`src/rtl/rzt_pkg.sv`:
```
package rzt_pkg;
    typedef enum logic [1:0] {
        ST_IDLE  = 2'd0,
        ST_SHIFT = 2'd1,
        ST_DONE  = 2'd2
    } tx_state_e;

    localparam int PHASES = 4;
endpackage

```
`src/rtl/rzt_phase_tick.sv`:
```
module rzt_phase_tick #(
    parameter int DIV_W = 16
) (
    input  logic             clk,
    input  logic             rst_n,
    input  logic             restart_i,
    input  logic [DIV_W-1:0] div_i,
    output logic             tick_o
);
    logic [DIV_W-1:0] cnt;

    always_ff @(posedge clk or negedge rst_n) begin
        if (!rst_n) begin
            cnt <= '0;
        end else if (restart_i || cnt >= div_i) begin
            cnt <= '0;
        end else begin
            cnt <= cnt + 1'b1;
        end
    end

    assign tick_o = !restart_i && (cnt >= div_i);
endmodule

```
`src/rtl/rzt_hold_buf.sv`:
```
module rzt_hold_buf #(
    parameter int W = 32
) (
    input  logic         clk,
    input  logic         rst_n,
    input  logic         load_i,
    input  logic [W-1:0] word_i,
    input  logic         take_i,
    output logic         full_o,
    output logic [W-1:0] data_o
);
    always_ff @(posedge clk or negedge rst_n) begin
        if (!rst_n) begin
            full_o <= 1'b0;
            data_o <= '0;
        end else if (take_i) begin
            full_o <= 1'b0;
        end else if (load_i && !full_o) begin
            full_o <= 1'b1;
            data_o <= word_i;
        end
    end
endmodule

```
`src/rtl/rzt_tx_ctrl.sv`:
```
module rzt_tx_ctrl
    import rzt_pkg::*;
#(
    parameter int W     = 32,
    parameter int IDX_W = $clog2(W + 2)
) (
    input  logic             clk,
    input  logic             rst_n,
    input  logic             tick_i,
    input  logic             pend_i,
    input  logic [W-1:0]     pend_data_i,
    output logic             start_o,
    output logic             samp_o,
    output logic [IDX_W-1:0] idx_o,
    output logic             cur_bit_o,
    output logic             sdata_o,
    output logic             sclk_o,
    output logic             done_o,
    output logic             busy_o
);
    localparam int FRAME = W + 1;
    localparam logic [IDX_W-1:0] LAST_IDX = IDX_W'(FRAME - 1);
    localparam logic [1:0] LAST_PH = 2'(PHASES - 1);

    tx_state_e      state, state_nx;
    logic [1:0]     ph;
    logic [IDX_W-1:0] idx;
    logic [W:0]     shreg;
    logic           start, last_cell;

    assign start     = (state != ST_SHIFT) && pend_i;
    assign last_cell = (state == ST_SHIFT) && tick_i && (ph == LAST_PH) && (idx == LAST_IDX);

    always_ff @(posedge clk or negedge rst_n) begin
        if (!rst_n) state <= ST_IDLE;
        else        state <= state_nx;
    end

    always_comb begin
        state_nx = state;
        unique case (state)
            ST_IDLE:  if (start)     state_nx = ST_SHIFT;
            ST_SHIFT: if (last_cell) state_nx = ST_DONE;
            ST_DONE:  state_nx = start ? ST_SHIFT : ST_IDLE;
            default:  state_nx = ST_IDLE;
        endcase
    end

    always_ff @(posedge clk or negedge rst_n) begin
        if (!rst_n) begin
            ph    <= '0;
            idx   <= '0;
            shreg <= '0;
        end else if (start) begin
            ph    <= '0;
            idx   <= '0;
            shreg <= {~^pend_data_i, pend_data_i};
        end else if (state == ST_SHIFT && tick_i) begin
            ph <= ph + 1'b1;
            if (ph == LAST_PH) begin
                idx   <= idx + 1'b1;
                shreg <= shreg >> 1;
            end
        end
    end

    always_comb begin
        start_o   = start;
        idx_o     = idx;
        cur_bit_o = shreg[0];
        samp_o    = 1'b0;
        sdata_o   = 1'b0;
        sclk_o    = 1'b0;
        done_o    = 1'b0;
        busy_o    = 1'b1;
        unique case (state)
            ST_IDLE:  busy_o = 1'b0;
            ST_SHIFT: begin
                sdata_o = shreg[0] && !ph[1];
                sclk_o  = (ph == 2'd1) || (ph == 2'd2);
                samp_o  = tick_i && (ph == 2'd0);
            end
            ST_DONE:  done_o = 1'b1;
            default:  busy_o = 1'b0;
        endcase
    end

    AST_DONE_ONE_CYCLE: assert property (@(posedge clk) disable iff (!rst_n)
        done_o |=> !done_o);
    AST_IDX_BOUND: assert property (@(posedge clk) disable iff (!rst_n)
        (state == ST_SHIFT) |-> (idx <= LAST_IDX));
endmodule

```
`src/rtl/rzt_loop_chk.sv`:
```
module rzt_loop_chk #(
    parameter int W     = 32,
    parameter int IDX_W = $clog2(W + 2)
) (
    input  logic             clk,
    input  logic             rst_n,
    input  logic             start_i,
    input  logic             samp_i,
    input  logic [IDX_W-1:0] idx_i,
    input  logic             sent_i,
    input  logic             lb_i,
    output logic             perr_o
);
    localparam logic [IDX_W-1:0] PAR_IDX = IDX_W'(W);

    logic acc;

    always_ff @(posedge clk or negedge rst_n) begin
        if (!rst_n) begin
            acc    <= 1'b0;
            perr_o <= 1'b0;
        end else if (start_i) begin
            acc <= 1'b0;
        end else if (samp_i) begin
            if (idx_i < PAR_IDX) begin
                acc <= acc ^ lb_i;
            end else if (idx_i == PAR_IDX && (~acc != sent_i)) begin
                perr_o <= 1'b1;
            end
        end
    end

    AST_PERR_STICKY: assert property (@(posedge clk) disable iff (!rst_n)
        perr_o |=> perr_o);
endmodule

```
`src/rtl/rz_serial_tx.sv`:
```
module rz_serial_tx #(
    parameter int W     = 32,
    parameter int DIV_W = 16
) (
    input  logic             clk,
    input  logic             rst_n,
    input  logic [DIV_W-1:0] div_i,
    input  logic             load_i,
    input  logic [W-1:0]     word_i,
    input  logic             lb_i,
    output logic             ready_o,
    output logic             busy_o,
    output logic             sdata_o,
    output logic             sclk_o,
    output logic             done_o,
    output logic             perr_o
);
    localparam int IDX_W = $clog2(W + 2);

    logic             tick, start, samp, pend, cur_bit;
    logic [W-1:0]     pend_data;
    logic [IDX_W-1:0] idx;

    rzt_phase_tick #(.DIV_W(DIV_W)) u_tick (
        .clk(clk), .rst_n(rst_n), .restart_i(start), .div_i(div_i), .tick_o(tick)
    );

    rzt_hold_buf #(.W(W)) u_hold (
        .clk(clk), .rst_n(rst_n), .load_i(load_i), .word_i(word_i),
        .take_i(start), .full_o(pend), .data_o(pend_data)
    );

    rzt_tx_ctrl #(.W(W), .IDX_W(IDX_W)) u_ctrl (
        .clk(clk), .rst_n(rst_n), .tick_i(tick), .pend_i(pend),
        .pend_data_i(pend_data), .start_o(start), .samp_o(samp), .idx_o(idx),
        .cur_bit_o(cur_bit), .sdata_o(sdata_o), .sclk_o(sclk_o),
        .done_o(done_o), .busy_o(busy_o)
    );

    rzt_loop_chk #(.W(W), .IDX_W(IDX_W)) u_chk (
        .clk(clk), .rst_n(rst_n), .start_i(start), .samp_i(samp), .idx_i(idx),
        .sent_i(cur_bit), .lb_i(lb_i), .perr_o(perr_o)
    );

    assign ready_o = !pend;

    AST_LOAD_TAKEN: assert property (@(posedge clk) disable iff (!rst_n)
        (load_i && ready_o) |=> !ready_o);
    AST_RZ_LOW_AT_CLK_FALL: assert property (@(posedge clk) disable iff (!rst_n)
        $fell(sclk_o) |-> !sdata_o);
    AST_DATA_STABLE_AT_CLK_RISE: assert property (@(posedge clk) disable iff (!rst_n)
        $rose(sclk_o) |-> $stable(sdata_o));
    AST_PENDING_STARTS: assert property (@(posedge clk) disable iff (!rst_n)
        (!ready_o && !busy_o) |=> busy_o);
endmodule

```
`config.mk`:
```
export PLATFORM = sky130hd
export DESIGN_NAME = rz_serial_tx
export DESIGN_NICKNAME = d
export VERILOG_FILES = /design/src/rtl/rzt_pkg.sv /design/src/rtl/rzt_phase_tick.sv /design/src/rtl/rzt_hold_buf.sv /design/src/rtl/rzt_tx_ctrl.sv /design/src/rtl/rzt_loop_chk.sv /design/src/rtl/rz_serial_tx.sv
export SDC_FILE = /design/constraint.sdc
export NUM_CORES = 1
export LEC_CHECK = 0
export ABC_AREA = 1
export BUFFER_PORTS_ARGS = -buffer_cell sky130_fd_sc_hd__clkbuf_2
export CORE_ASPECT_RATIO = 1.4
export CORE_UTILIZATION = 45
export DETAILED_ROUTE_END_ITERATION = 16
export PLACE_DENSITY = 0.69
export SKIP_LAST_GASP = 1
export SLEW_MARGIN = 10
export SYNTH_ARGS = -nofsm -noshare
export SYNTH_HDL_FRONTEND = slang
export SYNTH_HIERARCHICAL = 1
export SYNTH_SLANG_ARGS = --single-unit
export TNS_END_PERCENT = 30
```
`constraint.sdc`:
```
create_clock -name clk -period 2.6 [get_ports clk]
set_input_delay 0.52 -clock clk [delete_from_list [all_inputs] [get_ports clk]]
set_output_delay 0.52 -clock clk [all_outputs]
set_load 0.05 [all_outputs]
```
### Word-level counts from Yosys, hierarchy flattened

Index checks and enable logic that the tools add are counted.

| storage, ports and cells | value |
|---|---|
| flip-flop bits (word level) | 94 |
| latch bits | 0 |
| RAM bits | 0 |
| ROM bits | 0 |
| output and inout port bits | 6 |
| word-level logic and storage cells | 79 |
| memories kept | 0 |

| operators by class | value |
|---|---|
| add/sub/neg operators | 3 |
| multiply operators | 0 |
| div/mod/pow operators | 0 |
| magnitude comparators | 2 |
| eq/ne operators | 10 |
| shifts and indexed selects | 0 |
| multiplexer cells | 23 |
| bitwise logic cells | 4 |
| reduce and logical (&&, ||, !) cells | 28 |

Operators by type and width:

| operator | number |
|---|---|
| two-way mux 33 bit | 3 |
| XNOR reduction 32 bit | 1 |
| two-way mux 6 bit | 3 |
| adder 16 x 1 -> 16 bit (second input constant) | 1 |
| >= comparator 16 bit | 1 |
| two-way mux 16 bit | 1 |
| two-way mux 1 bit | 11 |
| nonzero test 2 bit | 5 |
| logical AND 1 bit | 9 |
| two-way mux 2 bit | 4 |
| AND reduction 2 bit | 4 |
| adder 6 x 1 -> 6 bit (second input constant) | 1 |
| equality test 2 bit (second input constant) | 3 |
| equality test 6 bit (second input constant) | 1 |
| less-than comparator 6 bit (second input constant) | 1 |
| inequality test 2 x 1 -> 1 bit (second input constant) | 3 |
| case mux 2 bit (3 select lines) | 1 |
| equality test 2 x 1 -> 1 bit (second input constant) | 2 |
| logical NOT 2 bit | 2 |
| AND reduction 4 bit | 1 |
| logical NOT 1 bit | 3 |
| NOT 1 bit | 3 |
| adder 2 x 1 -> 2 bit (second input constant) | 1 |
| logical OR 1 bit | 2 |
| other kinds (3) | 3 |

### Longest topological paths before layout

| depth | value |
|---|---|
| word-level depth | 9 |
| mapped depth | 18 |
| mapped depth without buffers | 18 |

### By module

Netlist, hierarchy kept.

Modules (own cells, without submodules):

| module | instances | cells each | area an instance (um^2) | seq. area each (um^2) |
|---|---|---|---|---|
| rzt_tx_ctrl | 1 | 425 | 2,937.8 | 1,076.0 |
| rzt_hold_buf | 1 | 143 | 1,327.5 | 825.8 |
| rzt_phase_tick | 1 | 155 | 1,290.0 | 400.4 |
| rzt_loop_chk | 1 | 25 | 145.1 | 50.0 |
| rz_serial_tx | 1 | 1 | 3.8 | 0.0 |

### Worst setup path after synthesis

OpenSTA, ideal clock, no wires.

| timing | value |
|---|---|
| kind | register -> output |
| start point | reg u_ctrl.state[1] |
| end point | out sdata_o |
| data arrival time | 1.824 ns |
| required time | 2.080 ns |
| path slack | 0.256 ns |
| cell stages (with the launch flop) | 5 |
| buffers on the path | 0 |
| path through | dfrtp_1 > inv_1 > ha_1 > inv_2 > nor3_1 |

| between the ends | value |
|---|---|
| word-level cells in the longest chain between the ends | 2 |

Ends and longest elaborated chain:

| item | line | source |
|---|---|---|
| from (decl) | rzt_tx_ctrl.sv:25 | `tx_state_e state, state_nx;` |
| from (signal assigned) | rzt_tx_ctrl.sv:36 | `else state <= state_nx;` |
| equality test 2 x 1 -> 1 bit | rzt_tx_ctrl.sv:76 | `unique case (state)` |
| two-way mux 1 bit | rzt_tx_ctrl.sv:76 |  |
| to (decl) | rz_serial_tx.sv:13 | `output logic sdata_o,` |

Every way passes these cells.

### Final worst setup path

| timing | value |
|---|---|
| start point | reg u_tick.cnt[3] |
| end point | reg u_ctrl.shreg[11] |

| between the ends | value |
|---|---|
| word-level cells in the longest chain between the ends | 5 |

Ends and longest elaborated chain:

| item | line | source |
|---|---|---|
| from (decl) | rzt_phase_tick.sv:10 | `logic [DIV_W-1:0] cnt;` |
| from (signal assigned) | rzt_phase_tick.sv:18 | `cnt <= cnt + 1'b1;` |
| >= comparator 16 bit | rzt_phase_tick.sv:22 | `assign tick_o = !restart_i && (cnt >= div_i);` |
| logical AND 1 bit | rzt_phase_tick.sv:22 |  |
| named net tick | rz_serial_tx.sv:20 | `logic tick, start, samp, pend, cur_bit;` |
| logical AND 1 bit | rzt_tx_ctrl.sv:58 | `end else if (state == ST_SHIFT && tick_i) begin` |
| nonzero test 2 bit (no source line) | - |  |
| AND reduction 2 bit (no source line) | - |  |
| to (signal assigned) | rzt_tx_ctrl.sv:57 | `shreg <= {~^pend_data_i, pend_data_i};` |
| to (signal assigned) | rzt_tx_ctrl.sv:62 | `shreg <= shreg >> 1;` |
| to (decl) | rzt_tx_ctrl.sv:28 | `logic [W:0] shreg;` |

The timed path passes the listed nets, and every way through them passes these cells.
A chain may end at the register's enable or synchronous reset.

==> impl_metrics.toml <==
[cts]
cts.clk_slew.worst_paths_ns = 0.06
post_cts_buffers = 0
cts_buffers = 9
clk_latency_ns = 0.34
numClockSinks = 94
cts_htree_levels = 3
cts_tree = "built"
cts_resized = 0
hold_buffers = 0
cts_buffer_depth = 2
cts-root-buf = "clkbuf_16"

[floorplanning]
initial_utilization_pct = 46.11
die_w_microns = 97.16
io_pins = 58
core_sq_um = 12370
die_area_sq_um = 13140
rows = 48
fp.dieH_microns = 135.2

[setup_path]
path_class = "flop to flop"
path_max_fanout = 29
cp_data_arrival_time_ns = 2.60
cp_data_required_time_ns = 2.85
end_kind = "flop"
critPathLaunchType = "flop"

[logic_synthesis]
ys_types = 35
synthCells = 749
synth_fp_nets = 827
ys_seq_area_share_pct = 41.24
ys_warn_count = 6
synth_area_sq_um = 5704
syn_avg_cell_area_sq_um = 7.616
synth_seq_cells = 94

[power_and_ir_drop]
p_seq_share_pct = 45.5
comb_power_share_pct = 18.1
leakagePower_nw = 3.407
vdd_ir_drop_max_mv = 0.3112
p_clk_share_pct = 36.4
power.internal_mw = 2.677
swShare_pct = 27.72
power.switching_mw = 1.027
p_per_area_nw_per_um2 = 580.8

[worst_hold_path]
hold_path_class = "input port to asynchronous set/reset pin"

[detailed_routing]
ant_nets = 0
wirelength_microns = 10520
via_count = 4590
drtIter0Drc = 157
wl_per_cell_microns = 11.06
dr.pass1.iters = 4
route.detailed.drc = 0
viasPerCell = 4.826

[timing]
tns_ns = 0
setup_violations = 0
drv_slew = 0
finalHoldViolCount = 0
clock-skew-final_ns = 0.005552
rsz0062_at_grt = "false"
period_minus_slack_ns = 2.344
fmax_ghz = 0.4267
worstMarginPinSlew_ns = 0.5437
post-route-period-util_pct = 90.14
slew_headroom_pct = 63.63
fin_ws_ns = 0.2562

[layout]
final_util_pct = 51.54
fillers = 1204
area_delta_synth_final_pct = 11.78
final_cell_mix = "nand2_1, dfrtp_1, inv_1, nor2_1, clkbuf_2"
stdcell_count = 951
antenna-diode-count = 0
drive_above_1_share_pct = 14.61
final_area_sq_um = 6376
final_common_cell = "nand2_1"
nets = 875

[placement]
place_ws_ns = 0.03996
port_buffers = 57
placed_cell_area_sq_um = 6068
place.gp.congestion = 0.7824
dp.cells = 936
place_hpwl_microns = 7710

[run]
timing.max_cap.violations = 0

[grt]
antenna_found_initial = 0
track_usage_pct = 17.25
grt.overflow.total = 0
grt_max_degree = 55
grt_pass1_wl_microns = 18750
grt_pass1_vias = 4370

[status]
status = "finished clean"
-- power groups by stage --
stage / clock network, mW / logic [mW] / registers [mW]
finish: 1.35 / 0.669 / 1.69
detailed placement: 0 / 0.669 / 1.71
floorplan: 0 / 0.536 / 1.67
CTS: 1.39 / 0.678 / 1.69
global route: 1.46 / 0.783 / 1.71
global placement: 0 / 0.652 / 1.71
-- cell usage after synthesis, drive strengths merged --
cell / number / area [sq um]
nor3: 10 / 55.05
nor2: 76 / 379.1
nand3: 49 / 267.8
ha: 26 / 325.3
o21a: 1 / 7.510
nand2: 283 / 1097
o21ai: 12 / 60.05
o2bb2ai: 1 / 8.760
a21oi: 11 / 55.05
xor2: 22 / 192.7
xnor2: 15 / 131.4
and3: 1 / 6.260
dfrtp: 94 / 2352
a32o: 1 / 10.01
o211ai: 2 / 15.01
a41oi: 1 / 8.760
nand4: 3 / 18.77
nand3b: 1 / 7.510
clkbuf: 2 / 7.510
inv: 82 / 307.8
a31oi: 29 / 181.4
buf: 27 / 209.0
-- critical path, cell delays in order, from the launching register on --
cell     delay [ns]
dfrtp_1        0.44
ha_1           0.32
nand2_1        0.07
nor2_1         0.10
nor2_1         0.04
nand2_1        0.05
nand2_1        0.04
nand2_1        0.08
nand2_2        0.09
a21oi_2        0.17
nand2_2        0.12
nor2_8         0.16
inv_2          0.07
nand2_4        0.13
buf_12         0.18
nor2_1         0.05
a31oi_1        0.14
-- routing by layer --
metal | global-route usage, % | up-vias | routed length (microns)
li1 | - | 2428 | -
met5 | 0 | - | 0
met4 | 6.633 | 0 | 182
met1 | 20.82 | 2080 | 4709
met3 | 2.735 | 12 | 269
met2 | 30.83 | 70 | 5357
-- path summary, 6_finish.rpt --
| path | start | endpoint | slack [ns] | cells after the start |
|---|---|---|---|---|
| worst max-delay path | u_tick/cnt[3] | u_ctrl/shreg[11] | 0.26 | 16 |
| worst min-delay path | rst_n | u_tick/cnt[15] | 0.06 | 1 |
| worst max register to register | u_tick/cnt[3] | u_ctrl/shreg[11] | 0.26 | 16 |
| worst min register to register | u_chk/perr_o | u_chk/perr_o | 0.46 | 2 |
| max in group asynchronous | rst_n | u_ctrl/shreg[20] | 1.95 | 2 |
| min in group clk | word_i[14] | u_hold/data_o[14] | 0.41 | 3 |
-- sequential cells by signal (all words and copies together) (netlist names) --
signal         count
u_hold/full_o      1
u_ctrl/ph          2
u_ctrl/idx_o       6
u_ctrl/state       2
u_tick/cnt        16
u_ctrl/shreg      33
u_chk/acc          1
u_hold/data_o     32
u_chk/perr_o       1
-- cell families (layout without fill, tap and decap cells) --
kind of cell               Yosys count  count (layout)  share of synthesized area (%)
buffers and inverters              111             163                          9.191
and+or+nand+nor                    423             423                          32.11
xor gates and xnor gates            37              37                          5.681
DFF                                 94              94                          41.24
AOI/OAI and AO/OA                   58              58                          6.076
adders and majority gates           26              26                          5.703
-- layout make-up --
type                    count  area (sq um)  share of cell area (%)
inverters                  82         307.8                   4.827
repair buffers             66         392.9                   6.162
clock inverters             5         75.07                   1.177
well taps                 150         187.7                   2.943
clock buffers              10         229.0                   3.591
multi-input cells         544          2831                   44.41
flip-flops and latches     94          2352                   36.89
-- per-stage QoR --
stage,power [mW],hold slack (ns)
2_1_floorplan,2.209,0.2244
5_1_grt,3.949,0.07509
3_5_place_dp,2.383,0.4266
4_1_cts,3.759,0.06620
6_report,3.703,0.06441
3_3_place_gp,2.363,0.4273
Note: power is estimated with default switching activity, not from simulation.
